==> config.mk <==
export PLATFORM = sky130hd
export DESIGN_NAME = sdram_cmd_issuer
export DESIGN_NICKNAME = d
export VERILOG_FILES = /design/src/rtl/sdram_cmd_pkg.sv /design/src/rtl/sdram_cmd_decode.sv /design/src/rtl/sdram_refresh_timer.sv /design/src/rtl/sdram_cmd_engine.sv /design/src/rtl/sdram_cmd_issuer.sv
export SDC_FILE = /design/constraint.sdc
export NUM_CORES = 1
export LEC_CHECK = 0
export ABC_AREA = 1
export BUFFER_PORTS_ARGS = -buffer_cell sky130_fd_sc_hd__buf_2
export CORE_MARGIN = 2
export CORE_UTILIZATION = 48
export CTS_CLUSTER_DIAMETER = 100
export DETAILED_ROUTE_END_ITERATION = 16
export MAX_ROUTING_LAYER = met4
export PLACE_DENSITY = 0.7
export SYNTH_ARGS = -nofsm -noshare
export SYNTH_HDL_FRONTEND = slang
export SYNTH_SLANG_ARGS = --single-unit
==> constraint.sdc <==
create_clock -name clk -period 3.1 [get_ports clk]
set_input_delay 0.62 -clock clk [delete_from_list [all_inputs] [get_ports clk]]
set_output_delay 0.62 -clock clk [all_outputs]
set_load 0.01 [all_outputs]
==> src/rtl/sdram_cmd_pkg.sv <==
package sdram_cmd_pkg;

  localparam int CSR_W = 32;
  localparam int TF_W  = 4;
  localparam int TF_MRD = 0;
  localparam int TF_XSR = 4;
  localparam int TF_RC  = 12;
  localparam int TF_RP  = 20;
  localparam int A10    = 10;

  typedef enum logic [2:0] {
    MODE_NORMAL   = 3'd0,
    MODE_CLK_EN   = 3'd1,
    MODE_PRE_ALL  = 3'd2,
    MODE_AUTO_REF = 3'd3,
    MODE_LOAD_MR  = 3'd4,
    MODE_SELF_REF = 3'd5,
    MODE_PWR_DOWN = 3'd6,
    MODE_RSVD     = 3'd7
  } cmd_mode_e;

  typedef enum logic [1:0] {BUS_NOP, BUS_PRE, BUS_REF, BUS_LMR} bus_op_e;

  typedef struct packed {
    logic [TF_W-1:0] mrd;
    logic [TF_W-1:0] xsr;
    logic [TF_W-1:0] rc;
    logic [TF_W-1:0] rp;
  } sd_timing_t;

  // Pick the used delay fields out of a timing word.
  function automatic sd_timing_t unpack_timing(input logic [CSR_W-1:0] w);
    sd_timing_t t;
    t.mrd = w[TF_MRD +: TF_W];
    t.xsr = w[TF_XSR +: TF_W];
    t.rc  = w[TF_RC  +: TF_W];
    t.rp  = w[TF_RP  +: TF_W];
    return t;
  endfunction

  // {ras_n, cas_n, we_n} for a bus operation.
  function automatic logic [2:0] op_pins(input bus_op_e op);
    case (op)
      BUS_PRE: return 3'b010;
      BUS_REF: return 3'b001;
      BUS_LMR: return 3'b000;
      default: return 3'b111;
    endcase
  endfunction

  // Effective repeat count: only auto-refresh repeats, zero counts as one.
  function automatic int unsigned eff_repeat(input cmd_mode_e m, input int unsigned n);
    return (m == MODE_AUTO_REF && n != 0) ? n : 1;
  endfunction

endpackage

==> src/rtl/sdram_cmd_decode.sv <==
module sdram_cmd_decode
  import sdram_cmd_pkg::*;
#(
  parameter int RPT_W = 4,
  parameter int MRV_W = 13
) (
  input  logic [CSR_W-1:0] cmd_word,
  output cmd_mode_e        mode,
  output logic [1:0]       tgt,
  output logic [RPT_W-1:0] rpt,
  output logic [MRV_W-1:0] mrv
);
  localparam int TGT_DEV1 = 4;
  localparam int TGT_DEV2 = 3;
  localparam int RPT_LSB  = 5;
  localparam int MRV_LSB  = RPT_LSB + RPT_W;
  localparam int TOP_USED = MRV_LSB + MRV_W;

  logic unused_cmd_bits;

  assign mode   = cmd_mode_e'(cmd_word[2:0]);
  assign tgt[0] = cmd_word[TGT_DEV1];
  assign tgt[1] = cmd_word[TGT_DEV2];
  assign rpt    = cmd_word[RPT_LSB +: RPT_W];
  assign mrv    = cmd_word[MRV_LSB +: MRV_W];
  assign unused_cmd_bits = ^cmd_word[CSR_W-1:TOP_USED];
endmodule

==> src/rtl/sdram_refresh_timer.sv <==
module sdram_refresh_timer #(
  parameter int CNT_W = 13
) (
  input  logic             clk,
  input  logic             rst_n,
  input  logic             load,
  input  logic [CNT_W-1:0] count_i,
  input  logic             enable,
  input  logic             ack,
  output logic             due,
  output logic             tick
);
  logic [CNT_W-1:0] reload_q, cnt_q;
  logic             due_q;

  assign tick = !load && enable && (reload_q != '0) && (cnt_q == '0);
  assign due  = due_q;

  always_ff @(posedge clk or negedge rst_n) begin
    if (!rst_n) begin
      reload_q <= '0;
      cnt_q    <= '0;
      due_q    <= 1'b0;
    end else begin
      if (ack) due_q <= 1'b0;
      if (load) begin
        reload_q <= count_i;
        cnt_q    <= count_i;
        if (count_i == '0) due_q <= 1'b0;
      end else if (enable && reload_q != '0) begin
        if (cnt_q == '0) begin
          due_q <= 1'b1;
          cnt_q <= reload_q;
        end else begin
          cnt_q <= cnt_q - CNT_W'(1);
        end
      end
    end
  end
endmodule

==> src/rtl/sdram_cmd_engine.sv <==
module sdram_cmd_engine
  import sdram_cmd_pkg::*;
#(
  parameter int ADDR_W = 13,
  parameter int RPT_W  = 4,
  parameter int MRV_W  = 13
) (
  input  logic              clk,
  input  logic              rst_n,
  input  logic              start_user,
  input  cmd_mode_e         u_mode,
  input  logic [1:0]        u_tgt,
  input  logic [RPT_W-1:0]  u_rpt,
  input  logic [MRV_W-1:0]  u_mrv,
  input  logic              start_rfr,
  input  logic [1:0]        rfr_tgt,
  input  sd_timing_t        tim,
  output logic              busy,
  output logic              cke,
  output logic [1:0]        init_mask,
  output logic [1:0]        cs_n,
  output logic              ras_n,
  output logic              cas_n,
  output logic              we_n,
  output logic [ADDR_W-1:0] addr,
  output logic              issue_evt,
  output logic              done_evt
);
  typedef enum logic [1:0] {S_IDLE, S_ISSUE, S_WAIT} st_e;

  st_e              state;
  cmd_mode_e        mode_q;
  logic [1:0]       tgt_q, cs_q, init_q;
  logic [RPT_W-1:0] rpt_left;
  logic [MRV_W-1:0] mrv_q;
  logic [TF_W-1:0]  wcnt;
  logic             cke_q;
  bus_op_e          op_q;
  logic [ADDR_W-1:0] addr_q;

  bus_op_e           iss_op;
  logic [TF_W-1:0]   iss_wait;
  logic              iss_cke;
  logic [ADDR_W-1:0] iss_addr;

  // What one issue step of the latched mode does.
  always_comb begin
    iss_op   = BUS_NOP;
    iss_wait = '0;
    iss_cke  = cke_q;
    iss_addr = '0;
    case (mode_q)
      MODE_PRE_ALL: begin
        iss_op = BUS_PRE;
        iss_wait = tim.rp;
        iss_addr[A10] = 1'b1;
      end
      MODE_AUTO_REF: begin
        iss_op = BUS_REF;
        iss_wait = tim.rc;
      end
      MODE_LOAD_MR: begin
        iss_op = BUS_LMR;
        iss_wait = tim.mrd;
        iss_addr = ADDR_W'(mrv_q);
      end
      MODE_SELF_REF: iss_op = BUS_REF;
      MODE_CLK_EN:   iss_cke = 1'b1;
      MODE_PWR_DOWN: iss_cke = 1'b0;
      MODE_NORMAL: begin
        if (!cke_q) begin
          iss_cke  = 1'b1;
          iss_wait = tim.xsr;
        end
      end
      default: ;
    endcase
  end

  assign issue_evt = (state == S_ISSUE) ||
                     (state == S_WAIT && wcnt == '0 && rpt_left != '0);
  assign done_evt  = (state == S_WAIT && wcnt == '0 && rpt_left == '0);

  always_ff @(posedge clk or negedge rst_n) begin
    if (!rst_n) begin
      state    <= S_IDLE;
      mode_q   <= MODE_NORMAL;
      tgt_q    <= '0;
      rpt_left <= '0;
      mrv_q    <= '0;
      wcnt     <= '0;
      cke_q    <= 1'b0;
      init_q   <= '0;
      op_q     <= BUS_NOP;
      cs_q     <= '1;
      addr_q   <= '0;
    end else begin
      op_q   <= BUS_NOP;
      cs_q   <= '1;
      addr_q <= '0;
      case (state)
        S_IDLE: begin
          if (start_user) begin
            mode_q   <= u_mode;
            tgt_q    <= u_tgt;
            rpt_left <= RPT_W'(eff_repeat(u_mode, int'(u_rpt)));
            mrv_q    <= u_mrv;
            state    <= S_ISSUE;
          end else if (start_rfr) begin
            mode_q   <= MODE_AUTO_REF;
            tgt_q    <= rfr_tgt;
            rpt_left <= RPT_W'(1);
            state    <= S_ISSUE;
          end
        end
        S_WAIT: begin
          if (wcnt != '0) begin
            wcnt <= wcnt - TF_W'(1);
          end else if (rpt_left == '0) begin
            if (mode_q == MODE_SELF_REF) cke_q <= 1'b0;
            state <= S_IDLE;
          end
        end
        default: ;
      endcase
      if (issue_evt) begin
        op_q     <= iss_op;
        cs_q     <= (iss_op == BUS_NOP) ? 2'b11 : ~tgt_q;
        addr_q   <= iss_addr;
        cke_q    <= iss_cke;
        wcnt     <= iss_wait;
        rpt_left <= rpt_left - RPT_W'(1);
        state    <= S_WAIT;
        if (mode_q == MODE_LOAD_MR) init_q <= init_q | tgt_q;
      end
    end
  end

  for (genvar d = 0; d < 2; d++) begin : g_cs
    assign cs_n[d] = cs_q[d];
  end

  assign {ras_n, cas_n, we_n} = op_pins(op_q);
  assign addr      = addr_q;
  assign busy      = (state != S_IDLE);
  assign cke       = cke_q;
  assign init_mask = init_q;
endmodule

==> src/rtl/sdram_cmd_issuer.sv <==
module sdram_cmd_issuer
  import sdram_cmd_pkg::*;
#(
  parameter int ADDR_W = 13,
  parameter int RFR_W  = 13,
  parameter int RPT_W  = 4,
  parameter int MRV_W  = 13
) (
  input  logic              clk,
  input  logic              rst_n,
  input  logic              cmd_wr,
  input  logic [31:0]       cmd_word,
  input  logic              tim_wr,
  input  logic [31:0]       tim_word,
  input  logic              rfr_wr,
  input  logic [31:0]       rfr_word,
  output logic              busy,
  output logic              err,
  output logic              sd_cke,
  output logic [1:0]        sd_cs_n,
  output logic              sd_ras_n,
  output logic              sd_cas_n,
  output logic              sd_we_n,
  output logic [ADDR_W-1:0] sd_addr
);
  cmd_mode_e        u_mode;
  logic [1:0]       u_tgt, init_mask;
  logic [RPT_W-1:0] u_rpt;
  logic [MRV_W-1:0] u_mrv;
  sd_timing_t       tim_q;
  logic             err_q;
  logic             accept, collide, start_rfr, rfr_due, rfr_tick, rfr_en;
  logic             issue_evt, done_evt;
  logic             unused_cfg_bits;

  assign accept    = cmd_wr && !busy;
  assign collide   = cmd_wr && busy;
  assign start_rfr = rfr_due && !busy && !cmd_wr;
  assign rfr_en    = sd_cke && (init_mask != '0);
  assign unused_cfg_bits = ^{rfr_word[0], rfr_word[CSR_W-1:RFR_W+1],
                             tim_word[11:8], tim_word[19:16],
                             tim_word[CSR_W-1:24], rfr_tick};

  always_ff @(posedge clk or negedge rst_n) begin
    if (!rst_n) begin
      tim_q <= '0;
      err_q <= 1'b0;
    end else begin
      if (tim_wr)  tim_q <= unpack_timing(tim_word);
      if (collide) err_q <= 1'b1;
    end
  end
  assign err = err_q;

  sdram_cmd_decode #(.RPT_W(RPT_W), .MRV_W(MRV_W)) u_decode (
    .cmd_word (cmd_word),
    .mode     (u_mode),
    .tgt      (u_tgt),
    .rpt      (u_rpt),
    .mrv      (u_mrv)
  );

  sdram_refresh_timer #(.CNT_W(RFR_W)) u_timer (
    .clk     (clk),
    .rst_n   (rst_n),
    .load    (rfr_wr),
    .count_i (rfr_word[RFR_W:1]),
    .enable  (rfr_en),
    .ack     (start_rfr),
    .due     (rfr_due),
    .tick    (rfr_tick)
  );

  sdram_cmd_engine #(.ADDR_W(ADDR_W), .RPT_W(RPT_W), .MRV_W(MRV_W)) u_engine (
    .clk        (clk),
    .rst_n      (rst_n),
    .start_user (accept),
    .u_mode     (u_mode),
    .u_tgt      (u_tgt),
    .u_rpt      (u_rpt),
    .u_mrv      (u_mrv),
    .start_rfr  (start_rfr),
    .rfr_tgt    (init_mask),
    .tim        (tim_q),
    .busy       (busy),
    .cke        (sd_cke),
    .init_mask  (init_mask),
    .cs_n       (sd_cs_n),
    .ras_n      (sd_ras_n),
    .cas_n      (sd_cas_n),
    .we_n       (sd_we_n),
    .addr       (sd_addr),
    .issue_evt  (issue_evt),
    .done_evt   (done_evt)
  );
endmodule

# Word level (Yosys, flattened, before mapping)
# Index checks and enable logic that the tools add are counted.
dict set report word_totals {
  latch_bits 0
  ramBits 0
  output_inout_bits 21
  inputBits 101
  romBits 0
  n_memories 0
  reg_bits 92
}
dict set report classes {
  reduce_logical 43
  bitwise_logic 2
  n_eq_ne 17
  muxes 43
  div 0
  n_mul 0
  order_cmp 0
  addsub 3
  n_shift 0
}
# op count
set ops {}
lappend ops {{$mux 13} 4}
lappend ops {{$mux 4} 9}
lappend ops {{$logic_not 13->1} 2}
lappend ops {{$mux 2} 11}
lappend ops {{$reduce_bool 2->1} 9}
lappend ops {{$pmux 4 s4} 1}
lappend ops {{$reduce_bool 13->1} 1}
lappend ops {{$sub 13x1->13 const B} 1}
lappend ops {{$reduce_bool 4->1} 3}
lappend ops {{$mux 1} 10}
lappend ops {{$mux 10} 1}
lappend ops {{$reduce_and 2->1} 5}
lappend ops {{$eq 3x2->1 const B} 3}
lappend ops {{$eq 3x3->1 const B} 3}
lappend ops {{$logic_and 1x1->1} 9}
lappend ops {{$pmux 3 s3} 1}
lappend ops {{$logic_not 4->1} 2}
lappend ops {{$sub 4x1->4 const B} 2}
lappend ops {{$eq 2x2->1 const B} 3}
lappend ops {{$mux 3} 2}
lappend ops {{$ne 3x3->1 const B} 2}
lappend ops {{$pmux 2 s3} 1}
lappend ops {{$reduce_bool 3->1} 2}
lappend ops {{$reduce_and 5->1} 1}
lappend ops {{other kinds (15)} 20}

# Logic depth before layout (Yosys ltp)
# Gate-level depths: netlist of the first run.
dict set report depth {
  depth_word 8
  mapped_depth 11
  mapped_depth_nobuf 11
}

# Modules after synthesis
# From an unflattened synthesis of the first run, not the netlist that was laid out.
dict set report hier_totals {
  hier_cells 651
  hier_area_um2 5027.3
}
# module area_each_um2 instances cells_per_inst seq_area_each_um2
set modules_own_cells {}
lappend modules_own_cells {sdram_cmd_engine 2412.3 1 297 1203.7}
lappend modules_own_cells {sdram_refresh_timer 1739.2 1 252 675.6}
lappend modules_own_cells {sdram_cmd_issuer 710.7 1 80 425.4}
lappend modules_own_cells {sdram_cmd_decode 165.2 1 22 0.0}

# Worst setup path before layout of the first run
# OpenSTA, ideal clock, no wires.
dict set report synth_path {
  path_kind {reg2reg}
  from {reg u_engine.state[0]}
  to {reg u_engine.rpt_left[1]}
  path_buffers 1
  stages_incl_launch_ff 9
  required_ns 3.013
  period_less_slack_ns 1.454
  path_slack_ns 1.646
  arrival_time_ns 1.368
  cell_sequence {dfrtp_1 > inv_1 > ha_1 > nand2_1 > inv_1 > buf_2 > nand3_1 > nand3b_1 > o211ai_1}
}
dict set report synth_between {
  elab_chain_len 6
}
# element line
set synth_rtl {}
lappend synth_rtl {{from (decl)} sdram_cmd_engine.sv:31} ;# st_e state;
lappend synth_rtl {{from (signal assigned)} sdram_cmd_engine.sv:86} ;# state <= S_IDLE;
lappend synth_rtl {{from (signal assigned)} sdram_cmd_engine.sv:108} ;# state <= S_ISSUE;
lappend synth_rtl {{from (signal assigned)} sdram_cmd_engine.sv:113} ;# state <= S_ISSUE;
lappend synth_rtl {{$eq 2x2->1 or $reduce_bool 2->1 (tied branches)} {sdram_cmd_engine.sv:81, sdram_cmd_engine.sv:145}}
lappend synth_rtl {{$logic_and 1x1->1 or $logic_not 1->1 (tied branches)} {sdram_cmd_engine.sv:81, sdram_cmd_issuer.sv:36, sdram_cmd_issuer.sv:38}}
lappend synth_rtl {{$logic_and 1x1->1 (on tied branches)} {sdram_cmd_engine.sv:81, sdram_cmd_issuer.sv:36, sdram_cmd_issuer.sv:38}}
lappend synth_rtl {{$logic_or 1x1->1, or another cell as far along} sdram_cmd_engine.sv:80} ;# assign issue_evt = (state == S_ISSUE) ||
lappend synth_rtl {{$reduce_bool 3->1 (no line), or another cell as far along} --}
lappend synth_rtl {{$reduce_and 2->1 (no line) or $mux 4 (tied branches)} --}
lappend synth_rtl {{to (signal assigned)} sdram_cmd_engine.sv:106} ;# rpt_left <= RPT_W'(eff_repeat(u_mode, int'(u_rpt)));
lappend synth_rtl {{to (signal assigned)} sdram_cmd_engine.sv:132} ;# rpt_left <= rpt_left - RPT_W'(1);
lappend synth_rtl {{to (decl)} sdram_cmd_engine.sv:34} ;# logic [RPT_W-1:0] rpt_left;
# Parallel ways exist; a longest one is shown, timed or not. The select of a mux whose other input is x is not followed.
# A chain may end at the register's enable or synchronous reset.

# Worst setup path in the final report of the first run
dict set report layout_path {
  from {reg u_engine.state[0]}
  to {out busy}
}
dict set report layout_between {
  elab_chain_len 1
}
# element line
set layout_rtl {}
lappend layout_rtl {{$reduce_bool 2->1} sdram_cmd_engine.sv:145} ;# assign busy = (state != S_IDLE);
lappend layout_rtl {{to (decl)} sdram_cmd_issuer.sv:17} ;# output logic busy,
# Every way passes these cells.

==> results of run 1 <==
==> worst max path at each step <==
stage | from | end | cells past startpoint
CTS | u_engine.state[0] | busy | 4
global placement | cmd_wr | u_engine.rpt_left[1] | 7
detailed placement | cmd_wr | u_engine.rpt_left[1] | 7
finish | u_engine.state[0] | busy | 4
global route | u_engine.state[0] | u_engine.rpt_left[1] | 8
floorplan | u_engine.state[0] | u_engine.rpt_left[1] | 8
==> stage by stage <==
| step | std cells | worst slack, ns | area [um^2] | util |
|---|---|---|---|---|
| global placement | 769 | 1.29 | 5230 | 0.540 |
| global route | 785 | 1.04 | 5460 | 0.564 |
| floorplan | 571 | 1.65 | 4730 | - |
| CTS | 785 | 1.16 | 5460 | 0.564 |
| finish | 785 | 1.17 | 5460 | 0.564 |
| detailed placement | 769 | 1.26 | 5230 | 0.540 |
==> registers in the layout, indices dropped and copies added, names as in the netlist <==
| signal | count |
|---|---|
| err | 1 |
| tim_q | 16 |
| u_engine.addr | 13 |
| u_engine.cke | 1 |
| u_engine.cs_n | 2 |
| u_engine.init_mask | 2 |
| u_engine.mode_q | 3 |
| u_engine.mrv_q | 13 |
| u_engine.op_q | 2 |
| u_engine.rpt_left | 4 |
| u_engine.state | 2 |
| u_engine.tgt_q | 2 |
| u_engine.wcnt | 4 |
| u_timer.cnt_q | 13 |
| u_timer.due | 1 |
| u_timer.reload_q | 13 |
==> kinds of logic (layout without fill, tap and decap cells) <==
group | Yosys count | in the layout | share of synthesized area
simple gates | 296 | 296 | 0.292
buf+inv | 96 | 177 | 0.0859
flops | 92 | 92 | 0.487
compound gates | 58 | 58 | 0.0666
mux | 16 | 16 | 0.0381
fa+ha+maj | 8 | 8 | 0.0211
xor+xnor | 5 | 5 | 0.00925
==> metal layers <==
layer | part of all wire | routed length [um]
met5 | 0 | 0
met4 | 0.022 | 234
met3 | 0.047 | 487
met2 | 0.48 | 5060
met1 | 0.45 | 4690
==> power by group through the flow <==
stage,logic (mW),clock network (mW),registers (mW)
floorplan,1.22,0,1.68
global placement,1.49,0,1.72
detailed placement,1.54,0,1.73
CTS,1.55,0.951,1.71
global route,1.79,1.00,1.75
finish,1.55,0.930,1.71
==> layout make-up <==
class | count | share of cell area
flip-flops and latches | 92 | 0.422
repair buffers | 81 | 0.0793
clock buffers | 12 | 0.0284
clock inverters | 4 | 0.0142
inverters | 80 | 0.0550
multi-input cells | 383 | 0.370
well taps | 133 | 0.0305
==> placed cells by master, fill, tap and decap left out, types with 6 or more instances in the layout <==
cell,n
nand4_1,16
nor2_2,6
a21oi_1,7
inv_1,76
buf_2,75
nand3_1,63
nand2_1,151
mux2_2,16
dfrtp_1,90
ha_1,8
nor2_4,9
nor2_1,34
clkbuf_8,11
o21ai_0,36
==> critical path: stages (launching register included) <==
cell and delay, ns:
dfrtp_1 0.40, inv_1 0.08, ha_1 0.24, inv_1 0.10
buf_2 0.14
==> results.toml, run 1 <==
[power_and_ir_drop]
irDropWorstVdd_mv = 0.444
p_switching_mw = 1.65
power_switching_share = 0.393
p_comb_frac = 0.369
p_leak_nw = 2.82
p_int_mw = 2.54
pwr-share-seq = 0.409
total_power_mw = 4.19
pwr_density_cell_mw_per_mm2 = 768
clockPowerShare = 0.222

[global_routing]
gr-total-overflow = 0
grt_max_degree = 48
grt_pass1_vias = 3876
antenna_found_initial = 0
grt_usage = 0.221
grt_pass1_wl_mm = 17.6
grtUsageMet2 = 0.353
use_met1 = 0.281
grt-busiest-layer = "met2"
grtUsageMet3 = 0.0390

[placed_design]
gp_congestion = 0.935
portBuffers = 76
dpl.hpwl_mm = 7.71

[cells_and_area]
num-fill-cells = 887
area_growth_pct = 15.3
multi_input_area_mm2 = 0.00202
layout-drive-gt1-share = 0.218
seqCellArea_mm2 = 0.00230
nNetsFinal = 756
antenna_cells = 0

[yosys]
yosysTopAreaCell = "dfrtp_1"
ys_seq_elements = 92
avgSynthCellArea_um2 = 8.29
async_reset_ff_frac = 1.00
synth_cell_types = 37
yosysMostFrequentCell = "nand2_1"
yosysTopAreaCellShare = 0.476
synth_common_cells = "nand2_1 (151), dfrtp_1 (90), inv_1 (76)"
synth_nets = 680
yosys_warnings = 0
synth_area_leaders = "dfrtp_1 (48%), nand2_1 (12%), nand3_1 (6.7%)"
synth_edf_count = 0
syn_area_mm2 = 0.00473
syn_inst = 571
ys_dominant_reg_cell = "dfrtp_1"
synth.yosys.seq_area_share = 0.487

[worst_setup_path]
r2r-start = "u_engine.state[0]"
ff2ff_path_depth = 8
arrival_ns = 1.31
rrSetupSlack_ns = 1.27
cp_max_fo = 4
startpoint_type = "flip-flop"
required_ns = 2.48
critPathCaptureType = "primary output"
reg2reg_to = "u_engine.rpt_left[1]"
path_class = "reg -> out"

[floorplanning]
chipWidth_um = 103
core.rowCount = 36
start_util = 0.489
fp.dieH_um = 103
fp.coreArea_mm2 = 0.00968
dieArea_mm2 = 0.0107
ioPinCount = 122

[timing]
finalSetupViolations = 0
drv_slew = 0
fin_crit_ns = 1.93
tns_ns = 0
holdWs_ns = 0.236
worst_pin_slew_ns = 0.575
rsz0062_at_grt = "false"
slew_headroom = 0.616
final_hold_viol_count = 0
period_share = 0.622
skew_ns = 0.0104
fmax_ghz = 0.518

[detailed_routing]
drc = 0
ant_nets = 0
first_iter_violations = 167
first_pass_iters = 4
routed_via_density = 5.06
wl_mm = 10.5
vias = 3976
routedWlPerCell_um = 13.3

[clock_network]
cts_hold_buf = 0
post_cts_resized = 0
cts_tree = "built"
cts_max_level = 3
clkTransAtPathRegs_ns = 0.10
numCtsBuffers = 9
root_buffer = "clkbuf_8"
ctsLongestPathBuffers = 2
cts_setup_buffers = 0
clock_latency_ns = 0.37
cts.sinks = 92

[outcome]
outcome = "finished, final reports clean"

[min_path]
hold_class = "in -> async"

[run]
maxCapViolations = 0
Power figures use the tool's default switching activity.
==> run 2: changes to the inputs <==
==> constraint.sdc (replaced) <==
create_clock -name clk -period 1.8 [get_ports clk]
set_input_delay 0.36 -clock clk [delete_from_list [all_inputs] [get_ports clk]]
set_output_delay 0.36 -clock clk [all_outputs]
set_load 0.01 [all_outputs]
==> results.toml, run 2 (synthesis gave the netlist of run 1 again) <==
[global_routing]
gr-total-overflow = 0
grt_usage = 0.224
grt_pass1_wl_mm = 18.1
grt_pass1_vias = 3967
antenna_found_initial = 0
grt_max_degree = 40

[floorplanning]
start_util = 0.489
fp.coreArea_mm2 = 0.00968
core.rowCount = 36
fp.dieH_um = 103
ioPinCount = 122
chipWidth_um = 103
dieArea_mm2 = 0.0107

[detailed_routing]
first_pass_iters = 5
first_iter_violations = 241
wl_met3_um = 432
wl_mm = 10.7
wl_met1_mm = 4.80
drc = 0
routed_via_density = 5.06
vias = 4046
wl_met2_mm = 5.24
dr.max_layer_used = "met4"
routedWlPerCell_um = 13.4
ant_nets = 0

[placed_design]
post-place-ws_ns = 0.126
gp_congestion = 0.930
dp_cells = 778
dpl.hpwl_mm = 8.07
dpl_cell_area_mm2 = 0.00529
portBuffers = 76

[clock_network]
numCtsBuffers = 9
clock_latency_ns = 0.37
cts.sinks = 92
ctsLongestPathBuffers = 2
cts_tree = "built"
clkTransAtPathRegs_ns = 0.10
cts_max_level = 3
root_buffer = "clkbuf_8"

[cells_and_area]
fin_area_mm2 = 0.00555
num-fill-cells = 915
layoutNonFillerInstCount = 800
nNetsFinal = 771
antenna_cells = 0
area_growth_pct = 17.2
top_register = "tim_q"
layout_common_cells = "nand2_1 (151), dfrtp_1 (90), inv_1 (75), buf_2 (75), nand3_1 (63)"
layout-drive-gt1-share = 0.235
largest_register_ffs = 16
mostFrequentLayoutCell = "nand2_1"

[worst_setup_path]
startpoint_type = "flip-flop"
r2r-start = "u_engine.wcnt[0]"
startpoint = "u_engine.state[0]"
rrSetupSlack_ns = 0.14
reg2reg_to = "u_engine.init_mask[0]"
critPathCaptureType = "primary output"
arrival_ns = 1.31
path_class = "reg -> out"
ff2ff_path_depth = 8
crit_end = "busy"
required_ns = 1.44
cp_max_fo = 4

[power_and_ir_drop]
total_power_mw = 7.27
pwr_density_cell_mw_per_mm2 = 1310
p_leak_nw = 2.87
irDropWorstVdd_mv = 0.778

[timing]
fin_ws_ns = 0.134
fmax_ghz = 0.600
slew_headroom = 0.681
drv_slew = 0
fin_crit_ns = 1.67
worst_pin_slew_ns = 0.475
finalSetupViolations = 0
final_hold_viol_count = 0
skew_ns = 0.0193
period_share = 0.925

[outcome]
outcome = "finished, final reports clean"

[run]
maxCapViolations = 0

[min_path]
hold_class = "in -> reg"
min-delay-start = "cmd_word[19]"
[run 2: area by class of cell]
class                           instances  area, um^2  area share
Tap cell                              133         166      0.0300
Clock buffer                           10         128      0.0230
Timing Repair Buffer                   96         548      0.0988
Sequential cell                        92        2300       0.416
Multi-Input combinational cell        383        2020       0.365
Clock inverter                          6        77.6      0.0140
Inverter                               80         300      0.0541
[run 2: power by group]
group          leakage, nW  internal (mW)  switching [mW]
sequential            1.13           2.58           0.361
clock                0.101          0.673           0.797
combinational         1.63           1.06            1.81
[run 2: worst min-delay path by stage]
stage | endpoint | slack, ns | depth (start not counted)
4_1_cts | u_engine.mrv_q[10] | 0.19 | 3
3_5_place_dp | u_engine.addr[0] | 0.34 | 1
6_report | u_engine.mrv_q[10] | 0.19 | 3
5_1_grt | u_engine.mrv_q[10] | 0.19 | 3
2_1_floorplan | err | 0.06 | 0
3_3_place_gp | u_engine.mrv_q[0] | 0.33 | 1
[run 2: layer usage]
| layer | vias up | GRT usage |
|---|---|---|
| met3 | 15 | 0.0255 |
| met5 | - | - |
| li1 | 2018 | - |
| met2 | 90 | 0.366 |
| met1 | 1923 | 0.285 |
| met4 | 0 | 0.0931 |
[run 2: critical path, stage by stage, from the launching register on]
cell	delay, ns
dfrtp_1	0.41
inv_1	0.08
ha_1	0.24
inv_1	0.09
buf_2	0.13
[run 2: per-stage QoR]
stage                      util  hold WS (ns)  setup TNS [ns]
final                     0.573         0.192               0
after global routing      0.573         0.195        -0.00237
after global placement    0.547         0.334               0
after detailed placement  0.547         0.335               0
after floorplan               -        0.0644               0
after CTS                 0.569         0.187               0
[run 2: repair_timing]
| item | CTS | global route |
|---|---|---|
| buffers inserted | 0 | 5 |
| gates resized for setup | 0 | 2 |
| endpoints found under the setup margin | 0 | 6 |
| endpoints found under the hold margin | 28 | 0 |
| hold buffers | 1 | 0 |
==> run 3: changes to the inputs <==
--- a/config.mk
+++ b/config.mk
@@ -5,14 +5,13 @@
 export SDC_FILE = /design/constraint.sdc
 export NUM_CORES = 1
 export LEC_CHECK = 0
-export ABC_AREA = 1
 export BUFFER_PORTS_ARGS = -buffer_cell sky130_fd_sc_hd__buf_2
 export CORE_MARGIN = 2
 export CORE_UTILIZATION = 48
 export CTS_CLUSTER_DIAMETER = 100
 export DETAILED_ROUTE_END_ITERATION = 16
 export MAX_ROUTING_LAYER = met4
-export PLACE_DENSITY = 0.7
+export PLACE_DENSITY = 0.85
 export SYNTH_ARGS = -nofsm -noshare
 export SYNTH_HDL_FRONTEND = slang
 export SYNTH_SLANG_ARGS = --single-unit
==> results.toml, run 3 <==
[outcome]
outcome = "complete, but fails checks"
violations = "setup timing"

[floorplanning]
fp.coreArea_mm2 = 0.00881
core.rowCount = 34
ioPinCount = 122
fp.dieH_um = 99.6
dieArea_mm2 = 0.00992
start_util = 0.498
chipWidth_um = 99.6

[worst_setup_path]
startpoint_type = "flip-flop"
critical_path.cell_chain = "or4_4, buf_6, nor4_4, buf_4, a22o_1, a21oi_1, a22o_1"
r2r-start = "u_timer.cnt_q[9]"
critPathCaptureType = "flip-flop"
cp_top_family = "simple AND/OR/NAND/NOR gates"
cp.buffers_inverters = 2
cp_max_fo = 5
ff2ff_path_depth = 7
reg2reg_to = "u_timer.cnt_q[10]"
arrival_ns = 2.47
path_class = "reg -> reg"
crit_path_max_incr_delay_ns = 0.54
rrSetupSlack_ns = -0.41
required_ns = 2.07
cp_common_cell = "a22o_1"
crit_slowest_cell = "or4_4"

[power_and_ir_drop]
pwr-share-seq = 0.360
total_power_mw = 8.56
p_switching_mw = 3.33
clockPowerShare = 0.181
pwr_density_cell_mw_per_mm2 = 1400
p_leak_nw = 2.88
power_switching_share = 0.389
p_int_mw = 5.22
irDropWorstVdd_mv = 0.793
p_comb_frac = 0.459

[min_path]
holdPathStages = 2
min-delay-start = "tim_word[5]"
hold_end = "tim_q[9]"
hold_class = "in -> reg"

[clock_network]
cts.sinks = 92
clock_latency_ns = 0.38
cts_tree = "built"
numCtsBuffers = 9
clkTransAtPathRegs_ns = 0.10
root_buffer = "clkbuf_8"
cts_max_level = 3
ctsLongestPathBuffers = 2

[cells_and_area]
top_register = "tim_q"
area_growth_pct = 39.4
antenna_cells = 0
largest_register_ffs = 16
layout_common_cells = "dfrtp_1 (90), buf_2 (75), buf_4 (57), mux2_2 (31), nand2_1 (29)"
num-fill-cells = 630
fin_area_mm2 = 0.00611
mostFrequentLayoutCell = "dfrtp_1"
final_util = 0.694
layout-drive-gt1-share = 0.495
nNetsFinal = 672

[detailed_routing]
wl_mm = 13.3
first_pass_iters = 6
ant_nets = 0
routed_via_density = 6.08
first_iter_violations = 257
vias = 4113
drc = 0
routedWlPerCell_um = 19.6

[timing]
worst_pin_slew_ns = 0.689
fin_ws_ns = -0.408
tns_ns = -4.71
rsz0062_at_grt = "true"
period_share = 1.23
drv_slew = 0
skew_ns = 0.0139
fin_crit_ns = 2.21
slew_headroom = 0.535
final_hold_viol_count = 0
finalSetupViolations = 36
fmax_ghz = 0.453

[yosys]
yosysTopAreaCellShare = 0.513
ys_dominant_reg_cell = "dfrtp_1"
yosysMostFrequentCell = "dfrtp_1"
yosysTopAreaCell = "dfrtp_1"
yosys_warnings = 0
syn_area_mm2 = 0.00439
synth_nets = 530
synth.yosys.seq_area_share = 0.525
avgSynthCellArea_um2 = 10.4
synth_cell_types = 57
async_reset_ff_frac = 1.00
synth_edf_count = 0
synth_common_cells = "dfrtp_1 (90), o21ai_0 (41), mux2_2 (32)"
synth_area_leaders = "dfrtp_1 (51%), mux2_2 (8.2%), o21ai_0 (4.7%)"
ys_seq_elements = 92
syn_inst = 421

[placed_design]
dpl_cell_area_mm2 = 0.00526
gp_congestion = 0.922
dpl.hpwl_mm = 8.01
portBuffers = 76

[global_routing]
antenna_found_initial = 0
grt_max_degree = 41
grt_usage = 0.273
gr-total-overflow = 0
grt_pass1_wl_mm = 20.6
grt_pass1_vias = 4264

[run]
maxCapViolations = 0
[run 3: power groups by stage]
stage	Combinational (mW)	Clock [mW]	Sequential (mW)
floorplan	1.85	0	2.88
global placement	2.67	0	3.00
detailed placement	2.78	0	3.05
CTS	3.34	1.53	3.03
global route	4.19	1.63	3.13
finish	3.93	1.54	3.08
[run 3: cells by family (layout without fill, tap and decap cells)]
group / count (synthesis) / in the layout / synth area share
and+or+nand+nor: 124 / 124 / 0.151
AOI/OAI and AO/OA: 110 / 110 / 0.166
DFF: 92 / 92 / 0.525
buffers and inverters: 52 / 199 / 0.0453
muxes: 35 / 35 / 0.0890
adders and majority gates: 8 / 8 / 0.0228
[run 3: timing repair]
| action | in CTS | in global routing |
|---|---|---|
| hold endpoints to repair | 32 | 0 |
| hold buffers | 1 | 0 |
| endpoints found under the setup margin | 36 | 45 |
| cloned | 2 | 0 |
| pin swaps | 44 | 24 |
| resized for setup | 80 | 47 |
| setup buffers | 19 | 3 |
[run 3: metrics by stage]
stage                     hold slack [ns]  instances  setup slack, ns
after global routing                0.200        676           -0.453
after floorplan                    0.0644        421           -0.442
after detailed placement            0.342        636           -0.484
final                               0.199        676           -0.408
after global placement              0.326        636           -0.393
after CTS                           0.201        674           -0.344
[run 3: layout make-up]
cell class	instances	area, um^2	area share
clock buffers	10	138	0.0225
clock inverters	6	76.3	0.0125
inverters	29	109	0.0178
multi-input cells	277	2280	0.372
flip-flops and latches	92	2300	0.377
well taps	108	135	0.0221
repair buffers	154	1070	0.176
[run 3: how the worst max path moves through the flow]
stage | startpoint | end | slack [ns] | cells after the start
6_report | u_timer.cnt_q[9] | u_timer.cnt_q[10] | -0.41 | 7
2_1_floorplan | u_timer.cnt_q[9] | u_timer.cnt_q[2] | -0.44 | 7
3_3_place_gp | u_timer.cnt_q[10] | u_timer.cnt_q[2] | -0.39 | 5
5_1_grt | u_timer.cnt_q[0] | u_timer.cnt_q[10] | -0.45 | 9
4_1_cts | u_timer.cnt_q[7] | u_timer.cnt_q[2] | -0.34 | 5
3_5_place_dp | u_timer.cnt_q[0] | u_timer.cnt_q[2] | -0.48 | 7
[run 3: worst reg2reg max path: stages, from the launching register on]
cell,delay (ns)
dfrtp_1,0.41
or4_4,0.54
buf_6,0.16
nor4_4,0.31
buf_4,0.22
a22o_1,0.17
a21oi_1,0.07
a22o_1,0.22
[run 3: per-layer routing]
layer / GRT usage / vias to the layer above / wire length (um) / part of all wire
met4: 0.100 / 0 / 458 / 0.035
met3: 0.0541 / 52 / 768 / 0.058
met5: - / - / 0 / 0
li1: - / 1805 / - / -
met2: 0.472 / 207 / 6900 / 0.52
met1: 0.317 / 2049 / 5130 / 0.39
